==> src/rtl/sgs_pkg.sv <==
package sgs_pkg;

    localparam int unsigned SGS_MAX_SECT = 32;
    localparam int unsigned SGS_IDX_W    = 5;

    typedef logic [SGS_MAX_SECT-1:0][31:0] sgs_base_tbl_t;

    typedef enum logic [3:0] {
        ST_IDLE, ST_SETTLE, ST_PULSE, ST_WAIT, ST_VWR,
        ST_VRD, ST_HVOFF, ST_RSTCMD, ST_DONE
    } sgs_state_e;

    typedef enum logic [1:0] {
        PH_ONE, PH_PRE, PH_UNP
    } sgs_phase_e;

    localparam logic [7:0] CMD_PULSE  = 8'h60;
    localparam logic [7:0] CMD_VERIFY = 8'h40;
    localparam logic [7:0] CMD_RESET  = 8'hF0;
    localparam logic [7:0] RD_LOCKED  = 8'h01;
    localparam logic [7:0] RD_OPEN    = 8'h00;

    // bottom-boot layout: 16K, 8K, 8K, 32K, then 64K sectors
    function automatic sgs_base_tbl_t bottom_boot_tbl();
        sgs_base_tbl_t t;
        for (int i = 0; i < SGS_MAX_SECT; i++) begin
            case (i)
                0:       t[i] = 32'h0000_0000;
                1:       t[i] = 32'h0000_4000;
                2:       t[i] = 32'h0000_6000;
                3:       t[i] = 32'h0000_8000;
                default: t[i] = 32'(i - 3) << 16;
            endcase
        end
        return t;
    endfunction

endpackage

==> src/rtl/sgs_timer.sv <==
module sgs_timer #(
    parameter int unsigned TW = 8
) (
    input  logic          clk,
    input  logic          rst_n,
    input  logic          load,
    input  logic [TW-1:0] load_val,
    output logic          zero
);
    logic [TW-1:0] cnt_d, cnt_q;

    always_comb begin
        cnt_d = cnt_q;
        if (load)
            cnt_d = load_val;
        else if (cnt_q != '0)
            cnt_d = cnt_q - 1'b1;
    end

    always_ff @(posedge clk) begin
        if (!rst_n) cnt_q <= '0;
        else        cnt_q <= cnt_d;
    end

    assign zero = (cnt_q == '0);
endmodule

==> src/rtl/sgs_addr_gen.sv <==
module sgs_addr_gen
    import sgs_pkg::*;
#(
    parameter int unsigned   ADDR_W    = 20,
    parameter sgs_base_tbl_t SECT_BASE = bottom_boot_tbl()
) (
    input  logic [SGS_IDX_W-1:0] sect,
    input  logic                 unlock,
    input  logic                 rst_cmd,
    output logic [ADDR_W-1:0]    addr
);
    localparam logic [ADDR_W-1:0] SEL_LOCK   = ADDR_W'(32'h0000_0002);
    localparam logic [ADDR_W-1:0] SEL_UNLOCK = ADDR_W'(32'h0000_0042);

    always_comb begin
        if (rst_cmd)
            addr = '0;
        else
            addr = SECT_BASE[sect][ADDR_W-1:0] | (unlock ? SEL_UNLOCK : SEL_LOCK);
    end
endmodule

==> src/rtl/sgs_verdict.sv <==
module sgs_verdict #(
    parameter int unsigned CW         = 11,
    parameter int unsigned PROT_LIMIT = 25,
    parameter int unsigned UNPR_LIMIT = 1000
) (
    input  logic          unlock,
    input  logic [7:0]    rdata,
    input  logic [CW-1:0] pulses,
    output logic          ok,
    output logic          spent
);
    always_comb begin
        if (unlock) begin
            ok    = (rdata == sgs_pkg::RD_OPEN);
            spent = (pulses == CW'(UNPR_LIMIT));
        end else begin
            ok    = (rdata == sgs_pkg::RD_LOCKED);
            spent = (pulses == CW'(PROT_LIMIT));
        end
    end
endmodule

==> src/rtl/sector_guard_seq.sv <==
module sector_guard_seq
    import sgs_pkg::*;
#(
    parameter int unsigned   CLK_MHZ      = 125,
    parameter int unsigned   SETTLE_US    = 1,
    parameter int unsigned   PROT_WAIT_US = 150,
    parameter int unsigned   UNPR_WAIT_US = 15000,
    parameter int unsigned   PROT_LIMIT   = 25,
    parameter int unsigned   UNPR_LIMIT   = 1000,
    parameter int unsigned   N_SECT       = 19,
    parameter int unsigned   ADDR_W       = 20,
    parameter sgs_base_tbl_t SECT_BASE    = bottom_boot_tbl()
) (
    input  logic                 clk,
    input  logic                 rst_n,
    input  logic                 start,
    input  logic                 unprot_all,
    input  logic [SGS_IDX_W-1:0] sect_sel,
    output logic                 busy,
    output logic                 done,
    output logic                 pass,
    output logic [SGS_IDX_W-1:0] fail_sect,
    output logic                 hv_en,
    output logic                 bus_req,
    output logic                 bus_we,
    output logic [ADDR_W-1:0]    bus_addr,
    output logic [7:0]           bus_wdata,
    input  logic [7:0]           bus_rdata,
    input  logic                 bus_done
);
    localparam int unsigned SETTLE_CYC = CLK_MHZ * SETTLE_US;
    localparam int unsigned PROT_CYC   = CLK_MHZ * PROT_WAIT_US;
    localparam int unsigned UNPR_CYC   = CLK_MHZ * UNPR_WAIT_US;
    localparam int unsigned MAX_W1     = (PROT_CYC > UNPR_CYC) ? PROT_CYC : UNPR_CYC;
    localparam int unsigned MAX_CYC    = (SETTLE_CYC > MAX_W1) ? SETTLE_CYC : MAX_W1;
    localparam int unsigned TW         = $clog2(MAX_CYC + 2);
    localparam int unsigned MAX_LIM    = (PROT_LIMIT > UNPR_LIMIT) ? PROT_LIMIT : UNPR_LIMIT;
    localparam int unsigned CW         = $clog2(MAX_LIM + 2);
    localparam logic [SGS_IDX_W-1:0] LAST = SGS_IDX_W'(N_SECT - 1);

    typedef struct packed {
        sgs_state_e           st;
        sgs_phase_e           ph;
        logic [SGS_IDX_W-1:0] sect;
        logic [CW-1:0]        cnt;
        logic                 hv;
        logic                 pass;
        logic [SGS_IDX_W-1:0] fsect;
    } ctl_t;

    ctl_t          c_d, c_q;
    logic          tmr_load;
    logic [TW-1:0] tmr_val;
    logic          tmr_zero;
    logic          v_ok, v_spent;

    sgs_timer #(.TW(TW)) tmr_i (
        .clk      (clk),
        .rst_n    (rst_n),
        .load     (tmr_load),
        .load_val (tmr_val),
        .zero     (tmr_zero)
    );

    sgs_addr_gen #(.ADDR_W(ADDR_W), .SECT_BASE(SECT_BASE)) agen_i (
        .sect    (c_q.sect),
        .unlock  (c_q.ph == PH_UNP),
        .rst_cmd (c_q.st == ST_RSTCMD),
        .addr    (bus_addr)
    );

    sgs_verdict #(.CW(CW), .PROT_LIMIT(PROT_LIMIT), .UNPR_LIMIT(UNPR_LIMIT)) vrd_i (
        .unlock (c_q.ph == PH_UNP),
        .rdata  (bus_rdata),
        .pulses (c_q.cnt),
        .ok     (v_ok),
        .spent  (v_spent)
    );

    always_comb begin
        c_d      = c_q;
        tmr_load = 1'b0;
        tmr_val  = '0;
        case (c_q.st)
            ST_IDLE: begin
                if (start) begin
                    c_d.st    = ST_SETTLE;
                    c_d.hv    = 1'b1;
                    c_d.pass  = 1'b0;
                    c_d.fsect = '0;
                    if (unprot_all) begin
                        c_d.ph   = PH_PRE;
                        c_d.sect = '0;
                        c_d.cnt  = '0;
                    end else begin
                        c_d.ph   = PH_ONE;
                        c_d.sect = sect_sel;
                        c_d.cnt  = CW'(1);
                    end
                    tmr_load = 1'b1;
                    tmr_val  = TW'(SETTLE_CYC);
                end
            end
            ST_SETTLE: begin
                if (tmr_zero)
                    c_d.st = (c_q.cnt == '0) ? ST_VWR : ST_PULSE;
            end
            ST_PULSE: begin
                if (bus_done) begin
                    c_d.st   = ST_WAIT;
                    tmr_load = 1'b1;
                    tmr_val  = (c_q.ph == PH_UNP) ? TW'(UNPR_CYC) : TW'(PROT_CYC);
                end
            end
            ST_WAIT: begin
                if (tmr_zero) c_d.st = ST_VWR;
            end
            ST_VWR: begin
                if (bus_done) c_d.st = ST_VRD;
            end
            ST_VRD: begin
                if (bus_done) begin
                    if (v_ok) begin
                        case (c_q.ph)
                            PH_PRE: begin
                                if (c_q.sect == LAST) begin
                                    c_d.ph   = PH_UNP;
                                    c_d.sect = '0;
                                    c_d.cnt  = CW'(1);
                                    c_d.st   = ST_PULSE;
                                end else begin
                                    c_d.sect = c_q.sect + 1'b1;
                                    c_d.cnt  = '0;
                                    c_d.st   = ST_VWR;
                                end
                            end
                            PH_UNP: begin
                                if (c_q.sect == LAST) begin
                                    c_d.pass = 1'b1;
                                    c_d.hv   = 1'b0;
                                    c_d.st   = ST_HVOFF;
                                end else begin
                                    c_d.sect = c_q.sect + 1'b1;
                                    c_d.cnt  = CW'(1);
                                    c_d.st   = ST_PULSE;
                                end
                            end
                            default: begin
                                c_d.pass = 1'b1;
                                c_d.hv   = 1'b0;
                                c_d.st   = ST_HVOFF;
                            end
                        endcase
                    end else if (v_spent) begin
                        c_d.pass  = 1'b0;
                        c_d.fsect = c_q.sect;
                        c_d.hv    = 1'b0;
                        c_d.st    = ST_HVOFF;
                    end else begin
                        c_d.cnt = c_q.cnt + 1'b1;
                        c_d.st  = ST_PULSE;
                    end
                end
            end
            ST_HVOFF:  c_d.st = ST_RSTCMD;
            ST_RSTCMD: begin
                if (bus_done) c_d.st = ST_DONE;
            end
            ST_DONE:   c_d.st = ST_IDLE;
            default:   c_d.st = ST_IDLE;
        endcase
    end

    always_ff @(posedge clk) begin
        if (!rst_n) c_q <= '{st: ST_IDLE, ph: PH_ONE, default: '0};
        else        c_q <= c_d;
    end

    always_comb begin
        case (c_q.st)
            ST_PULSE:  bus_wdata = CMD_PULSE;
            ST_VWR:    bus_wdata = CMD_VERIFY;
            ST_RSTCMD: bus_wdata = CMD_RESET;
            default:   bus_wdata = 8'h00;
        endcase
    end

    assign bus_req   = (c_q.st == ST_PULSE) || (c_q.st == ST_VWR) ||
                       (c_q.st == ST_VRD)   || (c_q.st == ST_RSTCMD);
    assign bus_we    = (c_q.st != ST_VRD);
    assign busy      = (c_q.st != ST_IDLE);
    assign done      = (c_q.st == ST_DONE);
    assign pass      = c_q.pass;
    assign fail_sect = c_q.fsect;
    assign hv_en     = c_q.hv;
endmodule

==> config.mk <==
export PLATFORM = sky130hd
export DESIGN_NAME = sector_guard_seq
export DESIGN_NICKNAME = d
export VERILOG_FILES = /design/src/rtl/sgs_pkg.sv /design/src/rtl/sgs_timer.sv /design/src/rtl/sgs_addr_gen.sv /design/src/rtl/sgs_verdict.sv /design/src/rtl/sector_guard_seq.sv
export SDC_FILE = /design/constraint.sdc
export NUM_CORES = 1
export LEC_CHECK = 0
export BUFFER_PORTS_ARGS = -buffer_cell sky130_fd_sc_hd__buf_2
export CAP_MARGIN = 20
export CORE_MARGIN = 5
export CORE_UTILIZATION = 25
export CTS_CLUSTER_SIZE = 12
export DETAILED_ROUTE_END_ITERATION = 7
export PLACE_DENSITY_LB_ADDON = 0.25
export SLEW_MARGIN = 20
export SYNTH_ARGS = -nofsm -noshare
export SYNTH_HDL_FRONTEND = slang
export SYNTH_SLANG_ARGS = --single-unit
==> constraint.sdc <==
create_clock -name clk -period 3 [get_ports clk]
set_input_delay 0.3 -clock clk [delete_from_list [all_inputs] [get_ports clk]]
set_output_delay 0.3 -clock clk [all_outputs]
set_load 0.01 [all_outputs]
==> parameters.txt <==
Parameter                              Value

Synthesis
  Gate count of the mapped netlist ... 443
  YS warnings ... 0
  Unique cell type count in the Yosys netlist ... 69
  Sequential-to-total area share from yosys stat ... 32.1%
  Synth Cell Area ... 3500 um2
  Post-Syn Area per Cell ... 7.89 um2
  FF+latch count, synth ... 56
  Share of async-settable or async-resettable flops after synthesis ... 0%
  Dominant register cell in the synthesized netlist ... sky130_fd_sc_hd__dfxtp_1
  Count of flip-flops with a built-in enable after synthesis ... 0

STA
  Relative slew margins ... 50.8%
  RSZ-0062 raised after global routing ... no
  Achievable frequency ... 0.379 GHz
  Setup TNS Final ... 0 ps
  Final period util ... 88.0%
  Final Hold Viols ... 0
  Post-route minimum period ... 2640 ps
  Transition time of the tightest slew-check pin ... 732 ps
  Final-report setup violation count ... 0
  Count of final max-slew check failures ... 0
  Worst Clk Skew ... 13.3 ps

Critical path
  CP max FO ... 6
  Type of element capturing the critical path ... flip-flop
  Cells along the critical path ... inv_1 -> ha_1 -> and4bb_2 -> and2_1 -> o31a_1 -> nor2_1 -> mux2i_1 -> nor2_1 -> ha_1 -> a21o_1 -> o2bb2ai_1
  Signal arrival time at the worst endpoint ... 2830 ps
  Start-to-end type of the worst setup path ... reg2reg
  Nature of the critical path startpoint ... flip-flop
  Slowest Stage Delay on Critical Path ... 430 ps
  Critical path data required time ... 3190 ps
  Worst reg-to-reg path cell count ... 11
  Standard cell with the maximum stage delay on the critical path ... sky130_fd_sc_hd__dfxtp_1

Power
  Leak ... 0.00150 uW
  Power density relative to cell area ... 828 nW/um2
  Design Power ... 3290 uW
  VDD IR-drop max ... 0.271 mV

Outcome
  Run status ... completed

Floorplan
  Total die area ... 16500 um2
  Core area ... 13800 um2
  DIE HEIGHT ... 128 um
  Total number of placement rows ... 43
  Die boundary width ... 128 um
  Boundary pin count ... 57
  Initial core utilization ... 25.4%

Routing
  Count of unresolved DRC violations after routing ... 0
  Number of vias in the routed layout ... 3223
  Vias per Instance ... 4.91
  Violation count after the first detailed-routing iteration ... 136
  Average routed wire per standard cell ... 14.3 um
  Pre-antenna DRT Iters ... 4
  Wirelength, routed ... 9400 um
  Antenna Nets Post-Route ... 0

GRT
  Global route total overflow ... 0
  Antenna violations before repair ... 0
  Via count of the first global-routing pass ... 3049
  First-pass GRT wire length ... 15500 um
  Maximum number of pins on one net before global-route repair ... 21
  Global-route usage over all layers ... 11.4%

Clock tree
  Number of cells upsized or downsized after cts ... 0
  Clock slew at reported path FFs ... 80 ps
  TritonCTS clock tree ... yes
  Root buffer cell ... sky130_fd_sc_hd__clkbuf_16
  Depth of the CTS H-tree ... 2
  Num CTS Buffers ... 5
  Number of buffers on the longest clock path ... 2
  Clock latency at the later pin of the worst-skew pair ... 310 ps
  Total of hold buffers inserted after clock tree synthesis ... 0
  Clock tree sinks ... 56
  Count of buffers added by post-CTS timing repair for setup ... 0

Final layout
  Non-filler instance count after layout ... 656
  Area Overhead vs Synth ... 13.5%
  Sequential Area ... 1120 um2
  Final core utilization ... 28.8%
  Net count reported at finish ... 501
  Layout fillers ... 1557
  Share of post-route cells with drive strength above 1 ... 16.0%
  ANT cells ... 0
  Area of combinational cells with multiple inputs ... 2090 um2
  Final design area excluding fillers ... 3970 um2

Place
  HPWL reported at the end of detailed placement ... 7000 um
  Cell count after placement ... 648
  Port bufs ... 41
  Final weighted congestion in routability-driven placement ... 0.846
  Area post-placement ... 3820 um2

Min path
  Tightest Hold Check Type ... in2reg
  Depth of the worst hold-timing path ... 3

Run
  MaxCap Viol Count ... 0
cells by family after synthesis:
logic type | Yosys count | synth area share, %
simple gates | 183 | 28.4
compound gates | 111 | 21.3
buf+inv | 62 | 9.62
flops | 56 | 32.1
xor+xnor | 20 | 5.01
fa+ha+maj | 8 | 2.86
mux | 2 | 0.572
other cells | 1 | 0.107
worst paths after layout:
| kind | from | endpoint | slack (ps) |
|---|---|---|---|
| setup / recovery | c_q[17] | flip-flop | 360 |
| hold / removal | unprot_all | c_q[22] | 370 |
| setup reg to reg | c_q[17] | flip-flop | 360 |
| hold reg to reg | hv_en | hv_en | 490 |
cell usage after synthesis (all sizes together) (2+ instances only):
cell type | number | area, um2
o31ai | 11 | 87.6
and3 | 2 | 12.5
or3 | 5 | 32.5
nand2 | 22 | 85.1
dfxtp | 56 | 1120
nor4b | 4 | 35.0
o2bb2ai | 3 | 26.3
mux2i | 2 | 20.0
nand4b | 2 | 17.5
buf | 35 | 235
nor2b | 3 | 18.8
a21oi | 36 | 180
o31a | 4 | 36.3
a211oi | 5 | 42.5
or4b | 2 | 23.8
nand3 | 13 | 65.1
nor4 | 10 | 77.6
xnor2 | 16 | 140
clkbuf | 9 | 33.8
nor2 | 56 | 210
inv | 17 | 63.8
o211ai | 4 | 30.0
nor3 | 23 | 126
xor2 | 4 | 35.0
nand3b | 6 | 45.0
o21ai | 20 | 100
a22oi | 7 | 52.6
or4 | 7 | 52.6
a21o | 3 | 22.5
o21a | 3 | 22.5
and2 | 15 | 93.8
ha | 8 | 100
nand4 | 5 | 31.3
nand2b | 3 | 18.8
routing by layer:
metal | vias to the layer above | part of all wire, % | GRT usage (%)
met2 | 50 | 48 | 19.6
met1 | 1535 | 48 | 14.8
met3 | 7 | 2.8 | 2.00
li1 | 1631 | - | -
met4 | 0 | 1.1 | 3.00
met5 | - | 0 | 0
cell usage in the layout, fill, tap and decap left out, drive strengths merged, types with 2 or more instances in the layout:
master / n
a211oi: 5
a21o: 3
a21oi: 36
a22oi: 7
and2: 15
and3: 2
buf: 55
clkbuf: 5
clkinv: 2
conb: 15
dfxtp: 56
ha: 8
inv: 18
mux2i: 2
nand2: 22
nand2b: 3
nand3: 13
nand3b: 6
nand4: 5
nand4b: 2
nor2: 56
nor2b: 3
nor3: 23
nor4: 10
nor4b: 4
o211ai: 4
o21a: 3
o21ai: 20
o2bb2ai: 3
o31a: 4
o31ai: 11
or3: 5
or4: 7
or4b: 2
xnor2: 16
xor2: 4
power by group:
group,internal [uW],switching (uW),total [uW]
combinational,664,873,1540
clock,318,305,623
sequential,914,213,1130
critical path: cells and delay by family, from the launching register on:
kind / cells / cell delay [ps]
AO/OA/AOI/OAI: 3 / 630
adder cells (fa/ha/maj): 2 / 420
buffers and inverters: 1 / 90
flip-flops: 1 / 430
multiplexers: 1 / 310
AND/OR/NAND/NOR: 4 / 670
stage by stage:
| stage | worst slack [ps] | hold slack [ps] |
|---|---|---|
| finish | 360 | 368 |
| global placement | 468 | 478 |
| CTS | 354 | 356 |
| global route | 181 | 388 |
| detailed placement | 383 | 485 |
| floorplan | 606 | 450 |
final cells by class:
cell class | instances | share of cell area [%]
Clock buffer | 5 | 3.15
Clock inverter | 3 | 0.694
Inverter | 18 | 1.70
Multi-Input combinational cell | 339 | 52.7
Sequential cell | 56 | 28.2
Tap cell | 180 | 5.67
Timing Repair Buffer | 55 | 7.82
(Power assumes the default switching activity.)
